<file path="config.mk">
export PLATFORM = sky130hd
export DESIGN_NAME = piso_shreg
export DESIGN_NICKNAME = d
export VERILOG_FILES = /design/src/rtl/piso_pkg.sv /design/src/rtl/piso_sync.sv /design/src/rtl/piso_edge.sv /design/src/rtl/piso_chain.sv /design/src/rtl/piso_shreg.sv
export SDC_FILE = /design/constraint.sdc
export NUM_CORES = 1
export LEC_CHECK = 0
export CAP_MARGIN = 0
export CORE_MARGIN = 2
export CORE_UTILIZATION = 55
export DETAILED_ROUTE_END_ITERATION = 10
export DONT_BUFFER_PORTS = 1
export HOLD_SLACK_MARGIN = 0.1
export PLACE_DENSITY_LB_ADDON = 0.08
export SLEW_MARGIN = 20
export SYNTH_ARGS = -nofsm -noshare
export SYNTH_HDL_FRONTEND = slang
export SYNTH_SLANG_ARGS = --single-unit
</file>
<file path="constraint.sdc">
create_clock -name clk_i -period 1.8 [get_ports clk_i]
set_input_delay 0.27 -clock clk_i [delete_from_list [all_inputs] [get_ports clk_i]]
set_output_delay 0.27 -clock clk_i [all_outputs]
set_load 0.01 [all_outputs]
</file>
<file path="src/rtl/piso_pkg.sv">
package piso_pkg;
  localparam int unsigned PISO_W = 8;
  localparam int unsigned SYNC_STAGES = 2;

  typedef struct packed {
    logic ld_n;
    logic ser;
    logic ck_a;
    logic ck_b;
  } piso_ctl_t;

  localparam int unsigned CTL_W = $bits(piso_ctl_t);
  localparam piso_ctl_t CTL_IDLE = '{ld_n: 1'b1, ser: 1'b0, ck_a: 1'b0, ck_b: 1'b0};
endpackage

</file>
<file path="src/rtl/piso_sync.sv">
module piso_sync #(
  parameter int unsigned W = 1,
  parameter int unsigned STAGES = 2,
  parameter logic [W-1:0] RST_VAL = '0
) (
  input  logic         clk_i,
  input  logic         rst_ni,
  input  logic [W-1:0] d_i,
  output logic [W-1:0] q_o
);
  logic [W-1:0] flop_q [STAGES];

  for (genvar s = 0; s < STAGES; s++) begin : g_stage
    always_ff @(posedge clk_i or negedge rst_ni) begin
      if (!rst_ni) begin
        flop_q[s] <= RST_VAL;
      end else begin
        flop_q[s] <= (s == 0) ? d_i : flop_q[(s == 0) ? 0 : s-1];
      end
    end
  end

  assign q_o = flop_q[STAGES-1];
endmodule

</file>
<file path="src/rtl/piso_edge.sv">
module piso_edge (
  input  logic clk_i,
  input  logic rst_ni,
  input  logic ck_a_i,
  input  logic ck_b_i,
  output logic edge_o
);
  logic ck_or, ck_or_q;

  // either pin high drives the gated clock; a rising inhibit is a real edge
  assign ck_or = ck_a_i | ck_b_i;

  always_ff @(posedge clk_i or negedge rst_ni) begin
    if (!rst_ni) ck_or_q <= 1'b0;
    else         ck_or_q <= ck_or;
  end

  assign edge_o = ck_or & ~ck_or_q;

  AST_EDGE_SINGLE: assert property (@(posedge clk_i) disable iff (!rst_ni)
    edge_o |=> !edge_o);
  AST_INHIBIT_MASKS: assert property (@(posedge clk_i) disable iff (!rst_ni)
    ($past(ck_a_i) && ck_a_i) |-> !edge_o);
endmodule

</file>
<file path="src/rtl/piso_chain.sv">
module piso_chain #(
  parameter int unsigned W = 8
) (
  input  logic         clk_i,
  input  logic         rst_ni,
  input  logic         ld_ni,
  input  logic         shift_i,
  input  logic         ser_i,
  input  logic [W-1:0] par_i,
  output logic         msb_o
);
  logic [W-1:0] stage_q;

  for (genvar i = 0; i < W; i++) begin : g_bit
    logic shift_in;
    if (i == 0) begin : g_head
      assign shift_in = ser_i;
    end else begin : g_link
      assign shift_in = stage_q[i-1];
    end

    always_ff @(posedge clk_i or negedge rst_ni) begin
      if (!rst_ni)       stage_q[i] <= 1'b0;
      else if (!ld_ni)   stage_q[i] <= par_i[i];
      else if (shift_i)  stage_q[i] <= shift_in;
    end
  end

  assign msb_o = stage_q[W-1];

  AST_LOAD_WINS: assert property (@(posedge clk_i) disable iff (!rst_ni)
    !ld_ni |=> stage_q == $past(par_i));
  AST_SHIFT_STEP: assert property (@(posedge clk_i) disable iff (!rst_ni)
    (ld_ni && shift_i) |=> stage_q == {$past(stage_q[W-2:0]), $past(ser_i)});
  AST_HOLD_IDLE: assert property (@(posedge clk_i) disable iff (!rst_ni)
    (ld_ni && !shift_i) |=> $stable(stage_q));
endmodule

</file>
<file path="src/rtl/piso_shreg.sv">
module piso_shreg
  import piso_pkg::*;
#(
  parameter int unsigned W = PISO_W
) (
  input  logic         clk_i,
  input  logic         rst_ni,
  input  logic [W-1:0] par_i,
  input  logic         ser_i,
  input  logic         ld_ni,
  input  logic         ck_a_i,
  input  logic         ck_b_i,
  output logic         q_o,
  output logic         q_no
);
  piso_ctl_t    ctl_raw, ctl_s;
  logic [W-1:0] par_s;
  logic         shift;

  assign ctl_raw = '{ld_n: ld_ni, ser: ser_i, ck_a: ck_a_i, ck_b: ck_b_i};

  piso_sync #(.W(CTL_W), .STAGES(SYNC_STAGES), .RST_VAL(CTL_IDLE)) u_ctl_sync (
    .clk_i (clk_i),
    .rst_ni(rst_ni),
    .d_i   (ctl_raw),
    .q_o   (ctl_s)
  );

  piso_sync #(.W(W), .STAGES(SYNC_STAGES), .RST_VAL('0)) u_par_sync (
    .clk_i (clk_i),
    .rst_ni(rst_ni),
    .d_i   (par_i),
    .q_o   (par_s)
  );

  piso_edge u_edge (
    .clk_i (clk_i),
    .rst_ni(rst_ni),
    .ck_a_i(ctl_s.ck_a),
    .ck_b_i(ctl_s.ck_b),
    .edge_o(shift)
  );

  piso_chain #(.W(W)) u_chain (
    .clk_i  (clk_i),
    .rst_ni (rst_ni),
    .ld_ni  (ctl_s.ld_n),
    .shift_i(shift),
    .ser_i  (ctl_s.ser),
    .par_i  (par_s),
    .msb_o  (q_o)
  );

  assign q_no = ~q_o;

  AST_OUT_PAIR: assert property (@(posedge clk_i) disable iff (!rst_ni)
    q_no != q_o);
endmodule

</file>
Yosys cells after proc, flatten, opt, wreduce, memory -nomap -nowiden
Cells that the tools add are included.
{ "totals": {"word_cells": 34, "ff_bits": 33, "inputBits": 14} }
{ "op_classes": {"muxes": 16, "eq_ne": 1, "bitwise": 4} }
{ "op_table": {"columns": ["op", "count"], "rows": [
  ["$mux 1", 16],
  ["$ne 2x2->1 const B", 1],
  ["$not 1->1", 2],
  ["$and 1x1->1", 1],
  ["$or 1x1->1", 1]
]} }

Longest topological paths before layout
Gate-level depths: netlist (run 1).
{ "depth": {"ltp_word": 4, "depth_mapped": 4, "mapped_depth_nobuf": 3} }

Modules after synthesis
From an unflattened synthesis (run 1), not the netlist that was laid out.
{ "unflattened": {"cells_unflattened": 75, "hier_area_um2": 1122.3} }
{ "by_module_without_submodules": {"columns": ["mod", "cells_each", "area_each_um2", "n_inst", "seq_area_each_um2"], "rows": [
  ["piso_sync (u_par_sync)", 24, 460.4, 1, 400.4],
  ["piso_chain", 35, 384.1, 1, 200.2],
  ["piso_sync (u_ctl_sync)", 12, 232.7, 1, 202.7],
  ["piso_edge", 3, 41.3, 1, 25.0],
  ["piso_shreg", 1, 3.8, 1, 0.0]
]} }

Worst setup path before layout (run 1)
No wires, ideal clock.
{ "synth_timing": {"path_kind": "flip-flop to flip-flop", "from": "register u_ctl_sync.flop_q (netlist bit u_ctl_sync.q_o[3])", "to": "register u_chain.stage_q[2] (netlist: u_chain.g_bit[3].shift_in)", "required_ps": 1718, "setup_ps": 82, "period_less_slack_ps": 1060, "arrival_time_ps": 978, "setup_slack_ps": 740, "path_stages_with_launch": 5, "path_cell_list": "dfstp_2 -> buf_2 -> buf_2 -> nor2_1 -> a31oi_1"} }
{ "synth_via": {"elab_chain_len": 1, "elab_cells_between_ends": 2} }
{ "synth_lines": {"columns": ["element", "line", "rtl"], "rows": [
  ["start, declared", "piso_sync.sv:11", "logic [W-1:0] flop_q [STAGES];"],
  ["start signal, assigned by index", "piso_sync.sv:18", "flop_q[s] <= (s == 0) ? d_i : flop_q[(s == 0) ? 0 : s-1];"],
  ["$ne 2x2->1 (no source line) / $mux 1 (equally long branches)", null, null],
  ["end signal, assigned by index", "piso_chain.sv:24", "else if (!ld_ni) stage_q[i] <= par_i[i];"],
  ["end signal, assigned by index", "piso_chain.sv:25", "else if (shift_i) stage_q[i] <= shift_in;"],
  ["end, declared", "piso_chain.sv:12", "logic [W-1:0] stage_q;"]
]} }
Several ways; a longest one is shown, not always the timed one.
A chain may end at the register's enable or synchronous reset.

Worst setup path after layout (run 1)
{ "layout_timing": {"from": "register u_chain.stage_q[7] (netlist: u_chain.msb_o)", "to": "output q_no"} }
{ "layout_via": {"elab_chain_len": 1} }
{ "layout_lines": {"columns": ["element", "line", "rtl"], "rows": [
  ["$not 1->1", "piso_shreg.sv:54", "assign q_no = ~q_o;"],
  ["end, declared", "piso_shreg.sv:14", "output logic q_no"]
]} }
Every way passes these cells.

==> qor.yml, run 1 <==
placed_design:
  post_dp_cell_area_mm2: 0.00103
  io_buffers: 0
  place_inst: 94
  dp_hpwl_um: 741
  place.gp.congestion: 0.764
  preCtsSetupSlack_ns: 0.731
critical_path:
  cp_cell_sequence: "inv_1"
  critPathSlowestCell: "dfrtp_1"
  crit_family: "flip-flops"
  path_max_fanout: 3
  crit_arrival_ns: 0.87
  worstSetupEndpointType: "output pin"
  worst-setup-path-type: "reg2out"
  cp_num_buf_inv: 1
  cp-start-kind: "flip-flop"
  max_stage_delay_ns: 0.44
  critical_path_required_ns: 1.53
power:
  power_leakage_nw: 0.568
  power_density_mw_per_mm2: 1130
  ir_worst_vdd_mv: 0.691
floorplanning:
  coreArea_mm2: 0.00173
  die_x_um: 47.0
  start_util: 0.589
  die_h_um: 47.0
  rows: 15
  die-area_mm2: 0.00221
  ios: 16
global_route:
  grt_use_total: 0.162
  antenna_found_initial: 0
  grt_pass1_vias: 537
  grt_max_degree: 34
  grt_pass1_wl_um: 2240
  grt_overflow: 0
final_layout:
  syn2layout_area_growth_pct: 23.6
  final_area_mm2: 0.00126
  antennaDiodeCount: 0
  nNetsFinal: 104
  final_common_cell: "dfrtp_1"
  layout_common_cells: "dfrtp_1 (31), nand2_1 (16), dlygate4sd3_1 (13), nor2_1 (8), a31oi_1 (8)"
  final_cells: 116
  drive_above_1_share: 0.121
clock_tree:
  root_buffer: "clkbuf_4"
  clock_latency_ns: 0.32
  clk_path_buf_depth: 2
  h-tree-depth: 2
  path_clk_slew_ns: 0.09
  cts_tree: "yes"
  cts_buffers: 5
  post_cts_buffers: 0
  cts.sinks: 33
synth:
  synth-warning-count: 0
  synthesis.area_mm2: 0.00102
  ys_ff_latch: 33
  syn_inst: 72
  syn_area_per_cell_um2: 14.1
  ys_types: 11
  ys_seq_area_frac: 0.814
  synthesis.nets: 86
sta:
  maxSlewHeadroom: 0.776
  fin_crit_ns: 1.14
  setup_viol: 0
  max_freq_ghz: 0.874
  layout_setup_ws_ns: 0.655
  tightest_slew_ns: 0.336
  fin_skew_ns: 0.00706
  holdWs_ns: 0.354
  tns_ns: 0
  hold_viol: 0
  min_period_over_period: 0.636
  maxSlewViolCount: 0
  rsz0062_at_grt: "false"
min_path:
  worstHoldPathType: "reg2reg"
routing:
  drt_wl_total_um: 1330
  wl_per_cell_um: 11.4
  dr.pass1.iters: 5
  viasPerCell: 4.68
  drt_iter0_markers: 8
  drc: 0
  ant_nets: 0
  vias: 543
run:
  max_cap_violations: 0
run_status:
  status: "completed"
## worst reg2reg max path: cells and delay by family (launching register included)
| family | cells | cell delay [ns] |
|---|---|---|
| AO/OA/AOI/OAI | 2 | 0.55 |
| flip-flops | 1 | 0.38 |
| AND/OR/NAND/NOR | 1 | 0.09 |
## kinds of logic (layout without fill, tap and decap cells)
family | Yosys count | count (layout) | synth area share
and+or+nand+nor | 25 | 25 | 0.0947
AOI/OAI and AO/OA | 10 | 10 | 0.0701
buffers and inverters | 4 | 23 | 0.0209
DFF | 33 | 33 | 0.814
## cell usage after synthesis
library cell  instances  area (um^2)
o21ba_1               1         10.0
dfrtp_1              31          776
nand2_1              16         60.1
o21bai_2              1         11.3
buf_2                 2         10.0
dfstp_2               2         52.6
buf_4                 1         7.51
or2_1                 1         6.26
a31oi_1               8         50.1
nor2_1                8         30.0
inv_1                 1         3.75
## sequential cells by signal (all words and copies together) (netlist names)
name                    cells
u_chain.g_bit.shift_in      7
u_chain.msb_o               1
u_ctl_sync.flop_q           4
u_ctl_sync.q_o              4
u_edge.ck_or_q              1
u_par_sync.flop_q           8
u_par_sync.q_o              8
## path summary, 6_finish.rpt
check | end | slack, ns | depth (start not counted) | startpoint
max in group asynchronous | u_ctl_sync.flop_q[7] | 1.16 | 2 | rst_ni
worst min-delay path | u_par_sync.q_o[4] | 0.35 | 0 | u_par_sync.flop_q[12]
worst max register to register | u_chain.g_bit[7].shift_in | 0.70 | 3 | u_edge.ck_or_q
worst min register to register | u_par_sync.q_o[4] | 0.35 | 0 | u_par_sync.flop_q[12]
min in group asynchronous | u_ctl_sync.flop_q[5] | 0.40 | 2 | rst_ni
worst max-delay path | q_no | 0.66 | 1 | u_chain.msb_o
## layer usage
layer | wire length [um] | track usage | vias to the layer above
met5 | 0 | 0 | -
met1 | 618 | 0.210 | 260
met4 | 14 | 0.100 | 0
met3 | 66 | 0.104 | 2
li1 | - | - | 266
met2 | 625 | 0.203 | 15
## through the flow
step | total power (W) | utilization
3_3_place_gp | 0.000866 | 0.597
3_5_place_dp | 0.000868 | 0.597
4_1_cts | 0.00143 | 0.728
2_1_floorplan | 0.000859 | -
6_report | 0.00142 | 0.728
5_1_grt | 0.00148 | 0.728
## what timing repair did
item,CTS,global route
setup endpoints to repair,0,0
hold buffers,14,0
hold endpoints to repair,45,0
gates resized for setup,0,0
## power breakdown
part / leakage [nW] / internal [W] / total (W) / switching [W]
combinational: 0.147 / 0.0000404 / 0.0000787 / 0.0000383
clock: 0.0422 / 0.000291 / 0.000522 / 0.000231
sequential: 0.378 / 0.000789 / 0.000814 / 0.0000248
total: 0.568 / 0.00112 / 0.00142 / 0.000294
## cell type report
| type | instances | area (um^2) |
|---|---|---|
| Tap cell | 25 | 31.3 |
| Fill cell | 121 | 469 |
| Sequential cell | 33 | 828 |
| Inverter | 1 | 3.75 |
| Multi-Input combinational cell | 35 | 168 |
| Timing Repair Buffer | 14 | 150 |
| Clock buffer | 6 | 41.3 |
| Clock inverter | 2 | 35.0 |
Power figures use the tool's default switching activity.
==> run 2, diff against run 1 <==
Settings changed: CORE_UTILIZATION 55 to 52.
Clock period 1.8 ns to 0.95 ns, I/O delays scaled along.
==> run 2 against run 1 <==
Net effect: core utilization increased by 1.5 points; sequential share of layout area decreased by 3.3 points; the flow now finishes with violations (setup timing); non-clock buffer count increased by 3; sequential power increased by 89%; highest routed layer unchanged; total power increased by 92%; wire length increased by 12%; register-to-register slack got worse by 0.77 ns; clock power increased by 89%; via count increased by 4.8%; first-iteration DRC count decreased by 38%; cell count increased by 2.6%.
==> qor.yml, run 2 (synthesis gave the netlist of run 1 again) <==
global_route:
  grt_pass1_vias: 545  # was 537
  grt_overflow: 0  # unchanged
  grt_pass1_wl_um: 2350  # was 2240 um
  grt_use_total: 0.167  # was 0.162
  met2_usage: 0.226  # was 0.203
  antenna_found_initial: 0  # unchanged
  use_met3: 0.100  # was 0.104
  grt_use_met1: 0.205  # was 0.210
  grt_max_degree: 34  # unchanged
  busiest_layer: "met2"  # was met1
sta:
  layout_setup_ws_ns: -0.0713  # was 0.655 ns
  rsz0062_at_grt: "true"  # was false
  fin_skew_ns: 0.0109  # was 0.00706 ns
  hold_viol: 0  # unchanged
  tns_ns: -0.474  # was 0 ns
  setup_viol: 9  # was 0
  max_freq_ghz: 0.979
  min_period_over_period: 1.08
  tightest_slew_ns: 0.170  # was 0.336 ns
  maxSlewViolCount: 0  # unchanged
  maxSlewHeadroom: 0.886  # was 0.776
  fin_crit_ns: 1.02
floorplanning:
  coreArea_mm2: 0.00178  # was 0.00173 mm^2
  rows: 15  # unchanged
  die_x_um: 48.2  # was 47.0 um
  start_util: 0.571  # was 0.589
  die-area_mm2: 0.00233  # was 0.00221 mm^2
  die_h_um: 48.2  # was 47.0 um
  ios: 16  # unchanged
clock_tree:
  cts.sinks: 33  # unchanged
  cts_tree: "yes"  # unchanged
  cts_buffers: 5  # unchanged
  root_buffer: "clkbuf_4"  # unchanged
  clk_path_buf_depth: 2  # unchanged
  path_clk_slew_ns: 0.10  # was 0.09 ns
  h-tree-depth: 2  # unchanged
  clock_latency_ns: 0.32  # about the same
routing:
  viasPerCell: 4.78  # was 4.68
  dr.pass1.iters: 4  # was 5
  ant_nets: 0  # unchanged
  drt_iter0_markers: 5  # was 8
  vias: 569  # was 543
  drt_wl_total_um: 1480  # was 1330 um
  drc: 0  # unchanged
  wl_per_cell_um: 12.5  # was 11.4 um
placed_design:
  post_dp_cell_area_mm2: 0.00104  # was 0.00103 mm^2
  place.gp.congestion: 0.696  # was 0.764
  io_buffers: 0  # unchanged
  dp_hpwl_um: 767  # was 741 um
final_layout:
  syn2layout_area_growth_pct: 30.3  # was 23.6%
  layout_common_cells: "dfrtp_1 (30), dlygate4sd3_1 (13), nand2_1 (10), nor2_1 (8), a31oi_1 (7)"  # was dfrtp_1 (31), nand2_1 (16), dlygate4sd3_1 (13), nor2_1 (8), a31oi_1 (8)
  antennaDiodeCount: 0  # unchanged
  final_common_cell: "dfrtp_1"  # unchanged
  nNetsFinal: 107  # was 104
  drive_above_1_share: 0.255  # was 0.121
  fill_cells: 117  # was 121
  final_area_mm2: 0.00133  # was 0.00126 mm^2
critical_path:
  worst-setup-path-type: "reg2reg"  # was reg2out
  cp-start-kind: "flip-flop"  # unchanged
  cp_num_buf_inv: 1  # unchanged
  critPathSlowestCell: "dfrtp_1"  # unchanged
  max_stage_delay_ns: 0.42  # was 0.44 ns
  worstSetupEndpointType: "flip-flop"  # was output pin
  path_max_fanout: 8  # was 3
  cp_cell_sequence: "o21bai_2 > buf_6 > nand2_2 > a31oi_1"  # was inv_1
  crit_arrival_ns: 1.26  # was 0.87 ns
  crit_family: "flip-flops"  # unchanged
  critical_path_required_ns: 1.19  # was 1.53 ns
power:
  power_density_mw_per_mm2: 2050  # was 1130 mW/mm^2
  ir_worst_vdd_mv: 1.37  # was 0.691 mV
  power_leakage_nw: 0.583  # was 0.568 nW
run_status:
  violations: "setup timing"
  status: "complete, but fails checks"  # was completed
run:
  max_cap_violations: 0  # unchanged
min_path:
  worstHoldPathType: "in2async"  # was reg2reg
run 2: power breakdown:
group	switching, W	internal, W
Sequential	0.0000468	0.00150
Clock	0.000433	0.000552
Combinational	0.0000889	0.000103
Total	0.000569	0.00215
run 2: worst register-to-register path, cell delays in order (launching register included):
cell and delay [ns]:
dfrtp_1 0.42, o21bai_2 0.16, buf_6 0.16, nand2_2 0.05
a31oi_1 0.17
run 2: metal layers:
layer  wire length [um]  up-vias
li1                   -      275
met1                683      277
met2                695       15
met3                 86        2
met4                 18        0
met5                  0        -
run 2: area by class of cell:
class                      instances  area, um^2  area share
tap                               25        31.3      0.0236
multi-input combinational         35         195       0.147
clock buffer                       6        41.3      0.0312
clock inverter                     2        35.0      0.0264
sequential                        33         830       0.626
inverter                           1        3.75     0.00283
timing repair buffer              17         189       0.143
run 2: path summary, 6_finish.rpt:
check | startpoint | endpoint | slack [ns] | cells past startpoint
max | u_ctl_sync.q_o[1] | u_chain.g_bit[4].shift_in | -0.07 | 4
min | rst_ni | u_chain.g_bit[1].shift_in | 0.25 | 2
max reg2reg | u_ctl_sync.q_o[1] | u_chain.g_bit[4].shift_in | -0.07 | 4
min reg2reg | u_ctl_sync.flop_q[4] | u_ctl_sync.q_o[0] | 0.35 | 0
max in group asynchronous | rst_ni | u_ctl_sync.flop_q[7] | 0.45 | 2
min in group clk_i | u_ctl_sync.flop_q[4] | u_ctl_sync.q_o[0] | 0.35 | 0
run 2: repair_timing:
item / in CTS / in global routing
hold buffers: 14 / 0
endpoints found under the setup margin: 9 / 10
hold endpoints to repair: 45 / 0
resized for setup: 6 / 7
setup buffers: 2 / 0
pin swaps: 1 / 11
run 2: through the flow:
| stage | worst slack (ns) | util | hold slack, ns | power, W | std cells |
|---|---|---|---|---|---|
| finish | -0.0713 | 0.743 | 0.252 | 0.00272 | 119 |
| global route | -0.111 | 0.743 | 0.237 | 0.00286 | 119 |
| CTS | -0.0733 | 0.732 | 0.241 | 0.00275 | 119 |
| detailed placement | -0.156 | 0.582 | -0.152 | 0.00165 | 95 |
| global placement | -0.107 | 0.582 | -0.152 | 0.00164 | 95 |
| floorplan | -0.00185 | - | -0.153 | 0.00163 | 72 |
